[src/rtl/twin_row_pkg.sv]
package twin_row_pkg;

  typedef enum logic [1:0] {
    PH_IDLE   = 2'd0,
    PH_INSERT = 2'd1,
    PH_DELETE = 2'd2
  } pq_phase_e;

endpackage

[src/rtl/pq_phase_ctrl.sv]
module pq_phase_ctrl
  import twin_row_pkg::*;
(
  input  logic clk,
  input  logic rst_n,
  input  logic ins_req,
  input  logic del_req,
  input  logic top_last_occ,
  input  logic bot_first_occ,
  output logic do_ins,
  output logic do_del,
  output logic do_swap
);

  pq_phase_e phase_q;
  pq_phase_e phase_d;
  logic      idle;

  assign idle    = (phase_q == PH_IDLE);
  // insert has precedence: a raised insert blocks delete even when refused
  assign do_ins  = idle && ins_req && !top_last_occ;
  assign do_del  = idle && !ins_req && del_req && bot_first_occ;
  assign do_swap = !idle;

  always_comb begin
    phase_d = phase_q;
    case (phase_q)
      PH_IDLE: begin
        if (do_ins)      phase_d = PH_INSERT;
        else if (do_del) phase_d = PH_DELETE;
      end
      PH_INSERT: phase_d = PH_IDLE;
      PH_DELETE: phase_d = PH_IDLE;
      default:   phase_d = PH_IDLE;
    endcase
  end

  always_ff @(posedge clk or negedge rst_n) begin
    if (!rst_n) phase_q <= PH_IDLE;
    else        phase_q <= phase_d;
  end

endmodule

[src/rtl/pq_swap_cell.sv]
module pq_swap_cell #(
  parameter int KW = 8
) (
  input  logic          top_occ,
  input  logic          bot_occ,
  input  logic [KW-1:0] top_key,
  input  logic [KW-1:0] bot_key,
  output logic          swap
);

  logic top_smaller;

  assign top_smaller = (top_key < bot_key);
  assign swap        = top_occ && (!bot_occ || top_smaller);

endmodule

[src/rtl/pq_row_store.sv]
module pq_row_store #(
  parameter int N  = 4,
  parameter int KW = 8,
  parameter int VW = 8
) (
  input  logic                  clk,
  input  logic                  rst_n,
  input  logic                  do_ins,
  input  logic                  do_del,
  input  logic                  do_swap,
  input  logic [N-1:0]          swap_col,
  input  logic [KW-1:0]         key_in,
  input  logic [VW-1:0]         val_in,
  output logic [N-1:0]          top_occ,
  output logic [N-1:0]          bot_occ,
  output logic [N-1:0][KW-1:0]  top_key,
  output logic [N-1:0][KW-1:0]  bot_key,
  output logic [N-1:0][VW-1:0]  top_val,
  output logic [N-1:0][VW-1:0]  bot_val
);

  localparam int LAST = N - 1;

  logic [N-1:0]         top_occ_d, bot_occ_d;
  logic [N-1:0][KW-1:0] top_key_d, bot_key_d;
  logic [N-1:0][VW-1:0] top_val_d, bot_val_d;
  logic                 upd_en;

  assign upd_en = do_ins || do_del || do_swap;

  always_comb begin
    top_occ_d = top_occ;
    bot_occ_d = bot_occ;
    top_key_d = top_key;
    bot_key_d = bot_key;
    top_val_d = top_val;
    bot_val_d = bot_val;
    if (do_ins) begin
      for (int i = 1; i < N; i++) begin
        top_occ_d[i] = top_occ[i-1];
        top_key_d[i] = top_key[i-1];
        top_val_d[i] = top_val[i-1];
      end
      top_occ_d[0] = 1'b1;
      top_key_d[0] = key_in;
      top_val_d[0] = val_in;
    end else if (do_del) begin
      for (int i = 0; i < LAST; i++) begin
        bot_occ_d[i] = bot_occ[i+1];
        bot_key_d[i] = bot_key[i+1];
        bot_val_d[i] = bot_val[i+1];
      end
      bot_occ_d[LAST] = 1'b0;
    end else if (do_swap) begin
      for (int i = 0; i < N; i++) begin
        if (swap_col[i]) begin
          top_occ_d[i] = bot_occ[i];
          top_key_d[i] = bot_key[i];
          top_val_d[i] = bot_val[i];
          bot_occ_d[i] = top_occ[i];
          bot_key_d[i] = top_key[i];
          bot_val_d[i] = top_val[i];
        end
      end
    end
  end

  // occupancy flags carry the reset; payload registers need none
  always_ff @(posedge clk or negedge rst_n) begin
    if (!rst_n) begin
      top_occ <= '0;
      bot_occ <= '0;
    end else if (upd_en) begin
      top_occ <= top_occ_d;
      bot_occ <= bot_occ_d;
    end
  end

  always_ff @(posedge clk) begin
    if (upd_en) begin
      top_key <= top_key_d;
      bot_key <= bot_key_d;
      top_val <= top_val_d;
      bot_val <= bot_val_d;
    end
  end

endmodule

[src/rtl/twin_row_pqueue.sv]
module twin_row_pqueue #(
  parameter int N  = 4,
  parameter int KW = 8,
  parameter int VW = 8
) (
  input  logic          clk,
  input  logic          rst_n,
  input  logic          ins_req,
  input  logic          del_req,
  input  logic [KW-1:0] key_in,
  input  logic [VW-1:0] val_in,
  output logic [VW-1:0] min_val,
  output logic          is_empty,
  output logic          is_full,
  output logic          is_busy
);

  localparam int LAST = N - 1;

  logic                 do_ins, do_del, do_swap;
  logic [N-1:0]         swap_col;
  logic [N-1:0]         top_occ, bot_occ;
  logic [N-1:0][KW-1:0] top_key, bot_key;
  logic [N-1:0][VW-1:0] top_val, bot_val;

  pq_phase_ctrl u_ctrl (
    .clk           (clk),
    .rst_n         (rst_n),
    .ins_req       (ins_req),
    .del_req       (del_req),
    .top_last_occ  (top_occ[LAST]),
    .bot_first_occ (bot_occ[0]),
    .do_ins        (do_ins),
    .do_del        (do_del),
    .do_swap       (do_swap)
  );

  for (genvar c = 0; c < N; c++) begin : g_col
    pq_swap_cell #(.KW(KW)) u_cell (
      .top_occ (top_occ[c]),
      .bot_occ (bot_occ[c]),
      .top_key (top_key[c]),
      .bot_key (bot_key[c]),
      .swap    (swap_col[c])
    );
  end

  pq_row_store #(.N(N), .KW(KW), .VW(VW)) u_rows (
    .clk      (clk),
    .rst_n    (rst_n),
    .do_ins   (do_ins),
    .do_del   (do_del),
    .do_swap  (do_swap),
    .swap_col (swap_col),
    .key_in   (key_in),
    .val_in   (val_in),
    .top_occ  (top_occ),
    .bot_occ  (bot_occ),
    .top_key  (top_key),
    .bot_key  (bot_key),
    .top_val  (top_val),
    .bot_val  (bot_val)
  );

  assign min_val  = bot_occ[0] ? bot_val[0] : '0;
  assign is_empty = !bot_occ[0];
  assign is_full  = top_occ[LAST];
  assign is_busy  = do_swap;

endmodule

[config.mk]
export PLATFORM = sky130hd
export DESIGN_NAME = twin_row_pqueue
export DESIGN_NICKNAME = d
export VERILOG_FILES = /design/src/rtl/twin_row_pkg.sv /design/src/rtl/pq_phase_ctrl.sv /design/src/rtl/pq_swap_cell.sv /design/src/rtl/pq_row_store.sv /design/src/rtl/twin_row_pqueue.sv
export SDC_FILE = /design/constraint.sdc
export NUM_CORES = 1
export LEC_CHECK = 0
export ABC_AREA = 1
export BUFFER_PORTS_ARGS = -buffer_cell sky130_fd_sc_hd__buf_2
export CAP_MARGIN = 20
export CORE_ASPECT_RATIO = 2
export CORE_MARGIN = 1.5
export CORE_UTILIZATION = 60
export CTS_CLUSTER_SIZE = 12
export DETAILED_ROUTE_END_ITERATION = 10
export PLACE_DENSITY = 0.81
export SETUP_SLACK_MARGIN = 0.3
export SYNTH_ARGS = -nofsm -noshare
export SYNTH_HDL_FRONTEND = slang
export SYNTH_SLANG_ARGS = --single-unit
[constraint.sdc]
create_clock -name clk -period 3.8 [get_ports clk]
set_input_delay 0.57 -clock clk [delete_from_list [all_inputs] [get_ports clk]]
set_output_delay 0.57 -clock clk [all_outputs]
set_load 0.005 [all_outputs]
==> reports/summary.md <==
The area of the core region came out at 10400 sq um. The warning count from the yosys run is 0. The first global-routing pass estimated 21.8 mm of wire. The class of the most critical setup path was flop to flop. The total count of max-transition violations in the final report was 0; the number of different library cells in the post-synthesis netlist was 21. Number of levels the H-tree was split into: 4.

The logs give 17 for the CTS buffer count and 0 for the final setup violation count. The diode insertion count for antenna repair came out at 0. The worst setup path is launched from a flop. The synthesis-to-finish area growth was 13.3%; the number of detailed-route iterations in the first pass was 7. The die covers 11300 sq um. The post-route netlist has 10.5% of its cells at a drive strength greater than 1. From left edge to right edge, the die measures 76.0 um. The starting utilization of the core area is 61.4%. The endpoint identified for the worst register-to-register timing path is u_rows.top_key[12]. The run gives 2 as the number of buffers between clock root and the deepest sink. Among all flip-flop cells after synthesis, the most frequent one is sky130_fd_sc_hd__edfxtp_1. After detailed routing, the number of vias per cell comes to 5.56.

For this design the total switching power over the nets is 2.32 mW. For this block, the initial DRC count from the detailed router was 363. On the final layout, the worst hold slack is 19.0 ps. The share of the clock period used by the worst path came out at 60.8%.

The average cell area after synthesis was 10.2 sq um. For this design the ratio of total power to cell area is 922 nW/um^2. Timing would allow up to 0.433 GHz. Sequential cells burn 45.7% of the power. At the end of routability-driven placement, the weighted congestion stood at 0.826. The number of global-route vias before repair was 4469; the biggest fanout along the worst timing path was 17.

The cell count after synthesis came out at 628. The final design utilization came out at 69.5%. The slew at the pin with the worst max-slew slack came out at 732 ps.

The portion of total power attributed to the clock network came out at 25.5%. The tools report the final clock skew as 8.16 ps. The global-route congestion overflow total came out at 0. The startpoint of the most critical register-to-register path is u_rows.top_key[13]. Measured along the y axis, the die boundary spans 149 um. The largest net degree at the start of global routing is 72.

The logs give 703 for the net total in the final layout and 9.47 mm for the half-perimeter wire length after placement. For this design, the sink count on the clock tree is 138. For this design, the slowest cell found on the critical path is sky130_fd_sc_hd__nand2_1. For the initial antenna violation count, the log shows 0. Data required time of the worst path: 3840 ps. The largest single stage delay on the critical path is 550 ps.

Global routing consumed, on the met1 layer, 27.3% of the routing resources. The internal reg-to-reg setup slack was 1490 ps. Port buffering added 30 buffers. The cell sitting at the root of the clock tree is a sky130_fd_sc_hd__clkbuf_16. After filler insertion, the fill cell instance count of the layout stands at 696.

For met2 alone, demand over resource in global routing was 48.8%. Counting I/O delays and the setup requirement, the final critical path takes 2310 ps. Summed over all cells, the static leakage comes to 3.17 nW. The placement row count is 53, and the post-cts gate resize count is 0. Fraction of registers with async set or reset after synthesis: 7.25%. The worst setup path is captured at a flop.

The tools report the internal power component as 4.35 mW. The number of cells on the worst reg-to-reg path is 8. TritonCTS built the clock tree.

Once layout is complete, the cells apart from fillers number 804. Traced cell by cell, the critical path runs through ha_1 -> a21oi_1 -> nor2_1 -> nor3_1 -> nand2_1 -> nand2_1 -> nand2_1 -> nand2_1. Dividing the detail-routed wire length by the instance count gives 17.2 um. The number of enable-type register cells in the synthesized netlist is 128. Setup repair after global routing left no endpoint under its margin. The path class of the tightest hold or removal check is primary input to asynchronous set/reset pin. The arrival time of the worst setup path is 2350 ps. The tool flagged a number of max-cap violations equal to 0. The run gives 0 ps as the setup total negative slack.

Global-route layer with the greatest usage: met2. The overall power is 6.67 mW. Global-route usage over all layers: 25.7%.

IR analysis of the VDD net gives a maximum drop of 0.635 mV. In the routed design, unresolved DRC markers number 0. Combinational cells account for 28.8% of the total power. Summing the sequential cell areas from Yosys gives 64.1% of the chip area. Flip-flop and latch count after synthesis: 138. Buffers inserted to repair hold after CTS numbered 0. The share of total power consumed by net switching works out to 34.8%. Remaining number of nets flagged by the antenna check after routing: 0.

The run finished with clean final reports. For met3 alone, demand over resource in global routing was 4.40%. The final number of hold-violating endpoints was 0; the max-slew headroom at the worst pin was 51.1%.

Counting every net in the synthesized netlist gives 676. The cell area that synthesis handed to floorplanning was 6390 sq um. The number of placed instances, taps included, is 773. After clock tree synthesis, the clock-pin slew on the worst setup and hold paths is 60 ps.

Among the stages of the critical path, the cell type that occurs most often is sky130_fd_sc_hd__nand2_1. Summed over all layers, the routed wires come to 13.8 mm. For this design the top-level I/O count stands at 31.

The number of setup buffers added after CTS is 0. For the worst-skew pair, the clock arrives at the later sink with an insertion delay of 420 ps. The routed layout has 4473 vias.
==> cells in the final DEF, fill, tap and decap left out, types with 7 or more instances in the layout <==
cell / netlist / final
sky130_fd_sc_hd__clkinv_2: 0 / 7
sky130_fd_sc_hd__clkbuf_16: 0 / 17
sky130_fd_sc_hd__nor2_1: 11 / 11
sky130_fd_sc_hd__o21ai_0: 94 / 94
sky130_fd_sc_hd__buf_2: 8 / 30
sky130_fd_sc_hd__nand2_1: 199 / 199
sky130_fd_sc_hd__a21oi_1: 9 / 9
sky130_fd_sc_hd__edfxtp_1: 128 / 128
sky130_fd_sc_hd__inv_1: 88 / 88
sky130_fd_sc_hd__ha_1: 28 / 28
sky130_fd_sc_hd__o21ai_1: 18 / 18
sky130_fd_sc_hd__dfrtp_1: 10 / 10
==> through the flow <==
| stage | worst slack [ps] | area [sq um] |
|---|---|---|
| 6_report | 1490 | 7240 |
| 2_1_floorplan | 1830 | 6390 |
| 3_3_place_gp | 1420 | 6630 |
| 5_1_grt | 1280 | 7240 |
| 4_1_cts | 1500 | 7240 |
| 3_5_place_dp | 1330 | 6630 |
==> flip-flops by register name, indices dropped and copies added, names as in the netlist <==
register,cells
u_ctrl.phase_q,2
u_rows.bot_val,32
u_rows.top_val,32
u_rows.top_key,32
u_rows.bot_key,32
u_rows.bot_occ,4
u_rows.top_occ,4
==> worst max-delay path, delay by kind of cell (launching register included) <==
kind | cells | cell delay, ps
AO/OA/AOI/OAI | 1 | 130
adder cells (fa/ha/maj) | 1 | 320
flip-flops | 1 | 430
AND/OR/NAND/NOR | 6 | 1070
==> cell usage after synthesis, types with 2 or more instances <==
cell type | instances | share of area [%]
sky130_fd_sc_hd__a21oi_1 | 9 | 0.70
sky130_fd_sc_hd__buf_2 | 8 | 0.63
sky130_fd_sc_hd__clkbuf_1 | 18 | 1.1
sky130_fd_sc_hd__dfrtp_1 | 10 | 3.9
sky130_fd_sc_hd__edfxtp_1 | 128 | 60
sky130_fd_sc_hd__ha_1 | 28 | 5.5
sky130_fd_sc_hd__inv_1 | 88 | 5.2
sky130_fd_sc_hd__inv_2 | 2 | 0.12
sky130_fd_sc_hd__nand2_1 | 199 | 12
sky130_fd_sc_hd__nand3_1 | 4 | 0.31
sky130_fd_sc_hd__nor2_1 | 11 | 0.65
sky130_fd_sc_hd__nor3_1 | 3 | 0.23
sky130_fd_sc_hd__o211ai_1 | 2 | 0.23
sky130_fd_sc_hd__o21ai_0 | 94 | 7.4
sky130_fd_sc_hd__o21ai_1 | 18 | 1.4
==> worst max-delay path by stage <==
stage                                   from                 end  slack (ps)  cells after the start
final                     u_rows.top_key[13]  u_rows.top_key[12]        1490                      8
after global routing      u_rows.top_key[21]  u_rows.top_key[16]        1280                      8
after CTS                 u_rows.top_key[13]  u_rows.top_key[12]        1500                      8
after detailed placement             ins_req   u_rows.top_val[4]        1330                      5
after global placement               ins_req   u_rows.top_val[0]        1420                      5
after floorplan                      ins_req   u_rows.top_key[0]        1830                      5
==> power groups by stage <==
stage	clock network, mW	logic (mW)	registers, mW
2_1_floorplan	0	1.37	2.88
3_3_place_gp	0	1.74	3.05
3_5_place_dp	0	1.87	3.06
4_1_cts	1.71	1.93	3.04
5_1_grt	1.77	2.20	3.10
6_report	1.70	1.92	3.05
==> kinds of logic after synthesis <==
| logic type | share of synthesized area (%) |
|---|---|
| compound gates | 9.97 |
| flops | 64.1 |
| simple gates | 13.5 |
| fa+ha+maj | 5.48 |
| buf+inv | 6.97 |
==> metal layers <==
layer	up-vias	wire, um
li1	2135	-
met2	147	7890
met5	-	0
met1	2158	5010
met3	33	513
met4	0	406
==> area by class of cell <==
class                      instances  area (sq um)  share of cell area [%]
sequential                       138          4090                    56.6
multi-input combinational        374          1850                    25.6
clock buffer                      17           425                    5.88
inverter                          90           338                    4.67
clock inverter                    14           180                    2.49
timing repair buffer              34           180                    2.49
tap                              137           171                    2.37
Power figures use the tool's default switching activity.
